## config.mk

```make
export PLATFORM = sky130hd
export DESIGN_NAME = seq_dbg_sequencer
export DESIGN_NICKNAME = d
export VERILOG_FILES = /design/src/rtl/seq_dbg_pkg.sv /design/src/rtl/seq_dbg_advance.sv /design/src/rtl/seq_dbg_session.sv /design/src/rtl/seq_dbg_sequencer.sv
export SDC_FILE = /design/constraint.sdc
export NUM_CORES = 1
export LEC_CHECK = 0
export ABC_AREA = 1
export BUFFER_PORTS_ARGS = -buffer_cell sky130_fd_sc_hd__buf_2
export CORE_AREA = 2 2 39 41
export DETAILED_ROUTE_END_ITERATION = 16
export DIE_AREA = 0 0 41 43
export GPL_ROUTABILITY_DRIVEN = 0
export HOLD_SLACK_MARGIN = 0.05
export SYNTH_ARGS = -nofsm -noshare
export SYNTH_HDL_FRONTEND = slang
export SYNTH_SLANG_ARGS = --single-unit
```

## constraint.sdc

```tcl
create_clock -name clk -period 3.1 [get_ports clk]
set_input_delay 0 -clock clk [delete_from_list [all_inputs] [get_ports clk]]
set_output_delay 0 -clock clk [all_outputs]
set_load 0.02 [all_outputs]
```

## src/rtl/seq_dbg_pkg.sv

```systemverilog
// Package: stage codes and sizes shared by the debug sequencer.
// Assumes a 3-bit status code with three active stages.
package seq_dbg_pkg;
    localparam int SEQ_ACTIVE = 3;
    localparam int SEQ_CODE_W = 3;

    typedef enum logic [SEQ_CODE_W-1:0] {
        ST_IDLE  = 3'b000,
        ST_ONE   = 3'b001,
        ST_TWO   = 3'b010,
        ST_THREE = 3'b011,
        ST_FINAL = 3'b100
    } seq_code_t;
endpackage

```

## src/rtl/seq_dbg_advance.sv

```systemverilog
// Module: seq_dbg_advance
// Decides, as pure logic, whether the current active stage sees its own
// match event and which stage comes next. Assumes the code is one of
// the legal stage codes.
module seq_dbg_advance
    import seq_dbg_pkg::*;
(
    input  seq_code_t             cur_code,
    input  logic [SEQ_ACTIVE-1:0] match_evt,
    input  logic [SEQ_ACTIVE-1:0] tgt_final,
    output logic                  adv_hit,
    output seq_code_t             adv_code
);
    logic [SEQ_ACTIVE-1:0] stage_hit;
    logic [SEQ_ACTIVE-1:0] stage_jump;

    // Per-stage qualification: a match counts only in its own stage.
    for (genvar g = 0; g < SEQ_ACTIVE; g++) begin : g_stage
        assign stage_hit[g]  = (cur_code == seq_code_t'(g + 1)) && match_evt[g];
        assign stage_jump[g] = tgt_final[g] || (g == SEQ_ACTIVE - 1);
    end

    // Next-code selection for a qualified match.
    always_comb begin
        adv_hit  = |stage_hit;
        adv_code = cur_code;
        for (int i = 0; i < SEQ_ACTIVE; i++) begin
            if (stage_hit[i]) begin
                adv_code = stage_jump[i] ? ST_FINAL : seq_code_t'(i + 2);
            end
        end
    end
endmodule

```

## src/rtl/seq_dbg_session.sv

```systemverilog
// Module: seq_dbg_session
// Holds the armed bit and the stage register. Applies, in this priority:
// reset, arm, end (external or terminal stage), disarm, match.
// Assumes a synchronous active-low reset.
module seq_dbg_session
    import seq_dbg_pkg::*;
(
    input  logic      clk,
    input  logic      rst_n,
    input  logic      arm_wr,
    input  logic      disarm_wr,
    input  logic      end_evt,
    input  logic      adv_hit,
    input  seq_code_t adv_code,
    output seq_code_t cur_code,
    output logic      armed_q
);
    logic sess_end;

    // Internal end: external event or one cycle spent in the terminal stage.
    always_comb sess_end = armed_q && (end_evt || cur_code == ST_FINAL);

    // Session register update.
    always_ff @(posedge clk) begin
        if (!rst_n) begin
            cur_code <= ST_IDLE;
            armed_q  <= 1'b0;
        end else if (arm_wr) begin
            cur_code <= ST_ONE;
            armed_q  <= 1'b1;
        end else if (sess_end) begin
            cur_code <= ST_IDLE;
            armed_q  <= 1'b0;
        end else if (armed_q && disarm_wr) begin
            armed_q  <= 1'b0;
        end else if (armed_q && adv_hit) begin
            cur_code <= adv_code;
        end
    end
endmodule

```

## src/rtl/seq_dbg_sequencer.sv

```systemverilog
// Module: seq_dbg_sequencer (top)
// Debug session state sequencer: shows the current stage on flags and
// the session state on armed. There is no write path to the flags.
module seq_dbg_sequencer
    import seq_dbg_pkg::*;
(
    input  logic                  clk,
    input  logic                  rst_n,
    input  logic                  arm_wr,
    input  logic                  disarm_wr,
    input  logic [SEQ_ACTIVE-1:0] match_evt,
    input  logic [SEQ_ACTIVE-1:0] tgt_final,
    input  logic                  end_evt,
    output logic [SEQ_CODE_W-1:0] flags,
    output logic                  armed
);
    seq_code_t cur_code;
    seq_code_t adv_code;
    logic      adv_hit;

    seq_dbg_advance u_adv (
        .cur_code (cur_code),
        .match_evt(match_evt),
        .tgt_final(tgt_final),
        .adv_hit  (adv_hit),
        .adv_code (adv_code)
    );

    seq_dbg_session u_sess (
        .clk      (clk),
        .rst_n    (rst_n),
        .arm_wr   (arm_wr),
        .disarm_wr(disarm_wr),
        .end_evt  (end_evt),
        .adv_hit  (adv_hit),
        .adv_code (adv_code),
        .cur_code (cur_code),
        .armed_q  (armed)
    );

    // Status output.
    always_comb flags = cur_code;
endmodule

```

==> flow_summary.ini, run 1 <==
[sta]
setup_tns_ps = 0
rsz0062_at_grt = no
period_share_pct = 37.3
layout_min_cycle_time_ps = 1160
report.final.slew_viol_count = 0
clock_skew_ps = 2.07
finalSetupViolCount = 0
fmax_mhz = 865
tightest_slew_ps = 245
hold_violations = 0
maxSlewHeadroom_pct = 83.6
worst_slack_ps = 1940

[yosys]
synth.distinct_cells = 15
netlist_top_cells_count = inv_1 (9), nand2_1 (7), nor2_1 (6), dfxtp_1 (4), nand3_1 (4)
ys_ff_latch = 4
syn_inst = 44
netlist_area_um2 = 262
synthArstFlopShare_pct = 0
syn_area_per_cell_um2 = 5.94
synth_most_common_cell = inv_1
seq_area_frac_synth_pct = 30.6
synth_edf_count = 0
yosysTopAreaCell = dfxtp_1
synth_top_area_share_pct = 30.6
yosys_warnings = 0
synth_nets = 55
ys.flop_type = dfxtp_1
yosys-top-cells-area = dfxtp_1 (31%), inv_1 (13%), nand2_1 (10%), nor2_1 (8.6%), nand3_1 (7.7%)

[worst_setup_path]
worstSetupPathType = reg -> reg
reg2reg_to = u_sess.cur_code[1]
start_kind = flop
cp_max_fo = 4
endpoint = u_sess.cur_code[1]
crit_start = u_sess.cur_code[0]
r2r_setup_slack_ps = 1940
worstPathRequired_ps = 3220
r2r_cells = 8
cp-end-kind = flop
reg2reg_from = u_sess.cur_code[0]
cp.arrival_ps = 1280

[place]
placedCellCount = 73
dp_hpwl_um = 496
pre_cts_ws_ps = 1930
io_buffers = 13

[clock_network]
clock_sinks = 4
clock_path_buffers = 2
clk_pin_slew_ps = 40
cts_max_level = 1
cts.root.buffer_cell = clkbuf_4
cts_tree = done
insertion_delay_ps = 230
cts_buffers = 3
cts-resized-gates = 0

[die]
dieHeight_um = 43
num_rows = 14
coreArea_um2 = 1380
start_util_pct = 18.9
io_pins = 15
die_width_um = 41
dieArea_um2 = 1760

[drt]
via_per_inst = 3.92
drt_iter0_drc = 6
dr.pass1.iters = 4
final_antenna_net_count = 0
wirelength_um = 574
drc = 0
vias = 306
wl_per_cell_um = 7.36

[worst_hold_path]
hold_class = in -> reg
hold-path-cell-count = 3

[power_and_ir_drop]
intPower_mw = 0.108
p_clk_share_pct = 44.0
finalPower_mw = 0.141
p_leak_nw = 0.229
p_per_area_nw_per_um2 = 362
pwr-share-seq_pct = 39.3
switchingPower_mw = 0.0329
p_sw_share_pct = 23.4
p_comb_share_pct = 16.7
ir_drop_v = 0.000132

[cells_and_area]
nNetsFinal = 75
drive_above_1_share_pct = 35.5
final-instance-count-excl-fill = 78
antenna_cells = 0
area_growth_pct = 48.8
fill_cells = 168
final_util_pct = 28.1

[global_route]
grt_pass1_wl_um = 959
grt_pass1_vias = 277
grt_use_total_pct = 8.53
grt_antenna_before_repair = 0
gr-total-overflow = 0
grt_max_degree = 7

[job]
cap_violations = 0

[outcome]
status = complete, no violations
-- worst min-delay path by stage --
stage,from,endpoint
2_1_floorplan,rst_n,u_sess.armed_q
3_3_place_gp,rst_n,u_sess.cur_code[0]
4_1_cts,arm_wr,u_sess.cur_code[0]
3_5_place_dp,rst_n,u_sess.cur_code[0]
5_1_grt,arm_wr,u_sess.cur_code[0]
6_report,arm_wr,u_sess.cur_code[0]
-- stage by stage --
| stage | area [µm²] | hold WS (ps) |
|---|---|---|
| 2_1_floorplan | 262 | 132 |
| 3_3_place_gp | 347 | 253 |
| 3_5_place_dp | 347 | 260 |
| 4_1_cts | 389 | 53.1 |
| 5_1_grt | 389 | 79.7 |
| 6_report | 389 | 64.1 |
-- worst max-delay path: stages, from the launching register on --
cell and delay (ps):
dfxtp_1 360, inv_1 80, nor2_2 90, nand2_1 80, nand3_2 90, nand2_2 60
clkinv_2 50, o21ai_1 70, and2_1 160
-- cell usage in the layout (no fill, tap or decap), drive strengths merged --
cell type    count
dfxtp            4
nand3            5
nor2             7
and2             1
dlygate4sd3      2
buf             13
inv             10
nand2            9
clkbuf           3
a21oi            3
o21ai            3
nor3             1
clkinv           1
-- power groups by stage --
stage / Clock (mW) / Sequential (mW) / Combinational (mW)
floorplan: 0 / 0.0583 / 0.0102
global placement: 0 / 0.0562 / 0.0214
detailed placement: 0 / 0.0562 / 0.0218
CTS: 0.0664 / 0.0554 / 0.0238
global route: 0.0719 / 0.0557 / 0.0266
finish: 0.0620 / 0.0554 / 0.0235
-- routing by layer --
layer	vias up	GRT usage [%]	wire length, µm
met1	128	8.97	238
met5	-	0	0
li1	171	-	-
met3	0	3.66	44
met2	7	11.9	291
met4	0	8.00	0
-- cell families after synthesis --
family / after synthesis / synth area share, %
buf+inv: 11 / 16.3
compound gates: 6 / 11.5
flops: 4 / 30.6
simple gates: 23 / 41.6
-- state kept, by name (all words and copies together) (netlist names) --
name             flops
u_sess.armed_q       1
u_sess.cur_code      3
-- cell type report --
class                           instances  area [µm²]  area share (%)
Sequential cell                         4        80.1            20.6
Tap cell                               16        20.0            5.14
Multi-Input combinational cell         29         139            35.7
Clock buffer                            3        22.5            5.79
Inverter                               11        42.5            10.9
Timing Repair Buffer                   15        85.1            21.9
-- repair_timing --
action | in CTS | in global routing
buffers inserted | 0 | 0
endpoints found under the hold margin | 2 | 0
hold buffers | 2 | 0
No activity file was read; power rests on OpenSTA's default activity.
==> inputs of run 2 (changes only) <==
==> constraint.sdc (replaced) <==
create_clock -name clk -period 1.1 [get_ports clk]
set_input_delay 0 -clock clk [delete_from_list [all_inputs] [get_ports clk]]
set_output_delay 0 -clock clk [all_outputs]
set_load 0.02 [all_outputs]
==> flow_summary.ini, run 2 (synthesis results as in run 1) <==
[drt]
final_antenna_net_count = 0
drt_iter0_drc = 8
dr.pass1.iters = 4
wl_per_cell_um = 7.77
vias = 326
via_per_inst = 4.02
drc = 0
wirelength_um = 629

[cells_and_area]
reg_top3 = u_sess.cur_code: 3 flops, u_sess.armed_q: 1 flops
regMostFlops = u_sess.cur_code
fill_cells = 164
antenna_cells = 0
drive_above_1_share_pct = 53.8
nNetsFinal = 77
final_common_cell = buf_2
final_cell_mix = buf_2 (13), inv_1 (8), nand2_2 (5)
area_growth_pct = 74.2
largest_register_ffs = 3

[die]
dieHeight_um = 43
dieArea_um2 = 1760
start_util_pct = 18.9
coreArea_um2 = 1380
num_rows = 14
io_pins = 15
die_width_um = 41

[sta]
rsz0062_at_grt = yes
tightest_slew_ps = 216
fmax_mhz = 892
maxSlewHeadroom_pct = 85.5
hold_violations = 0
period_share_pct = 102
finalSetupViolCount = 1
clock_skew_ps = 8.27
layout_min_cycle_time_ps = 1120
report.final.slew_viol_count = 0
worst_slack_ps = -21.3

[power_and_ir_drop]
ir_drop_v = 0.000471
finalPower_mw = 0.437
p_leak_nw = 0.250
p_per_area_nw_per_um2 = 960

[clock_network]
cts_tree = done
cts_buffers = 3
cts.root.buffer_cell = clkbuf_4
clock_path_buffers = 2
cts_max_level = 1
clk_pin_slew_ps = 40
insertion_delay_ps = 240
clock_sinks = 4

[worst_setup_path]
reg2reg_from = u_sess.cur_code[0]
worstSetupPathType = reg -> reg
cp.arrival_ps = 1240
cp_max_fo = 4
crit_start = u_sess.cur_code[0]
worstPathRequired_ps = 1220
cp-end-kind = flop
start_kind = flop

[global_route]
grt_pass1_wl_um = 986
grt_antenna_before_repair = 0
grt_max_degree = 7
grt_use_total_pct = 8.93
gr-total-overflow = 0
grt_pass1_vias = 310

[outcome]
status = finished, violations left
failed_checks = setup timing

[place]
io_buffers = 13
dp_hpwl_um = 487
pre_cts_ws_ps = -45.8

[worst_hold_path]
hold_class = in -> reg
hp-start = disarm_wr

[job]
cap_violations = 0
==> run 2: cell count changes in the layout (fill, tap and decap cells not counted), sizes merged <==
cell         change
buf              +1
inv              +1
clkbuf           +1
clkinv           -1
dlygate4sd3      +1
==> run 2: what timing repair did <==
| action | 4_1_cts | 5_1_grt |
|---|---|---|
| endpoints found under the setup margin | 2 | 3 |
| gates resized for setup | 4 | 9 |
| setup buffers | 0 | 1 |
| pin swaps | 2 | 5 |
| endpoints found under the hold margin | 3 | 0 |
| hold buffers | 3 | 0 |
==> run 2: worst max-delay path, cell delays in order (launching register included) <==
cell and delay [ps]:
dfxtp_4 360, inv_4 70, nor2_4 40, nand2_2 60, nand3_2 80, nand2_2 100, inv_4 40, nor2_2 70
nor2_1 40, and2_1 140
==> run 2: routing by layer <==
layer / routed length, µm / track usage, %
met4: 27 / 12.0
met5: 0 / 0
met2: 324 / 12.8
met3: 38 / 1.57
met1: 238 / 8.65
==> run 2: final timing paths <==
kind / to / slack [ps] / cells past startpoint
hold / removal: u_sess.armed_q / 50 / 4
setup reg to reg: u_sess.cur_code[1] / -20 / 9
setup / recovery: u_sess.cur_code[1] / -20 / 9
hold reg to reg: u_sess.cur_code[2] / 540 / 2
==> run 2: area by class of cell <==
| cell class | count | area [µm²] | share of cell area (%) |
|---|---|---|---|
| Multi-Input combinational cell | 29 | 170 | 37.4 |
| Timing Repair Buffer | 17 | 103 | 22.5 |
| Sequential cell | 4 | 90.1 | 19.8 |
| Inverter | 11 | 46.3 | 10.2 |
| Clock buffer | 4 | 26.3 | 5.77 |
| Tap cell | 16 | 20.0 | 4.40 |
==> run 2: per-stage QoR <==
| stage | TNS, ps | utilization (%) | hold slack (ps) | instances | cell area (µm²) |
|---|---|---|---|---|---|
| CTS | -41.2 | 30.4 | 50.7 | 80 | 420 |
| global placement | -28.1 | 25.6 | 246 | 73 | 354 |
| global route | -217 | 32.9 | 91.8 | 81 | 455 |
| floorplan | 0 | - | 122 | 44 | 269 |
| detailed placement | -45.8 | 25.6 | 246 | 73 | 354 |
| finish | -21.3 | 32.9 | 53.3 | 81 | 455 |
==> run 2: power breakdown <==
group / internal (mW) / switching (mW)
Sequential: 0.149 / 0.00800
Combinational: 0.0418 / 0.0389
Clock: 0.136 / 0.0631
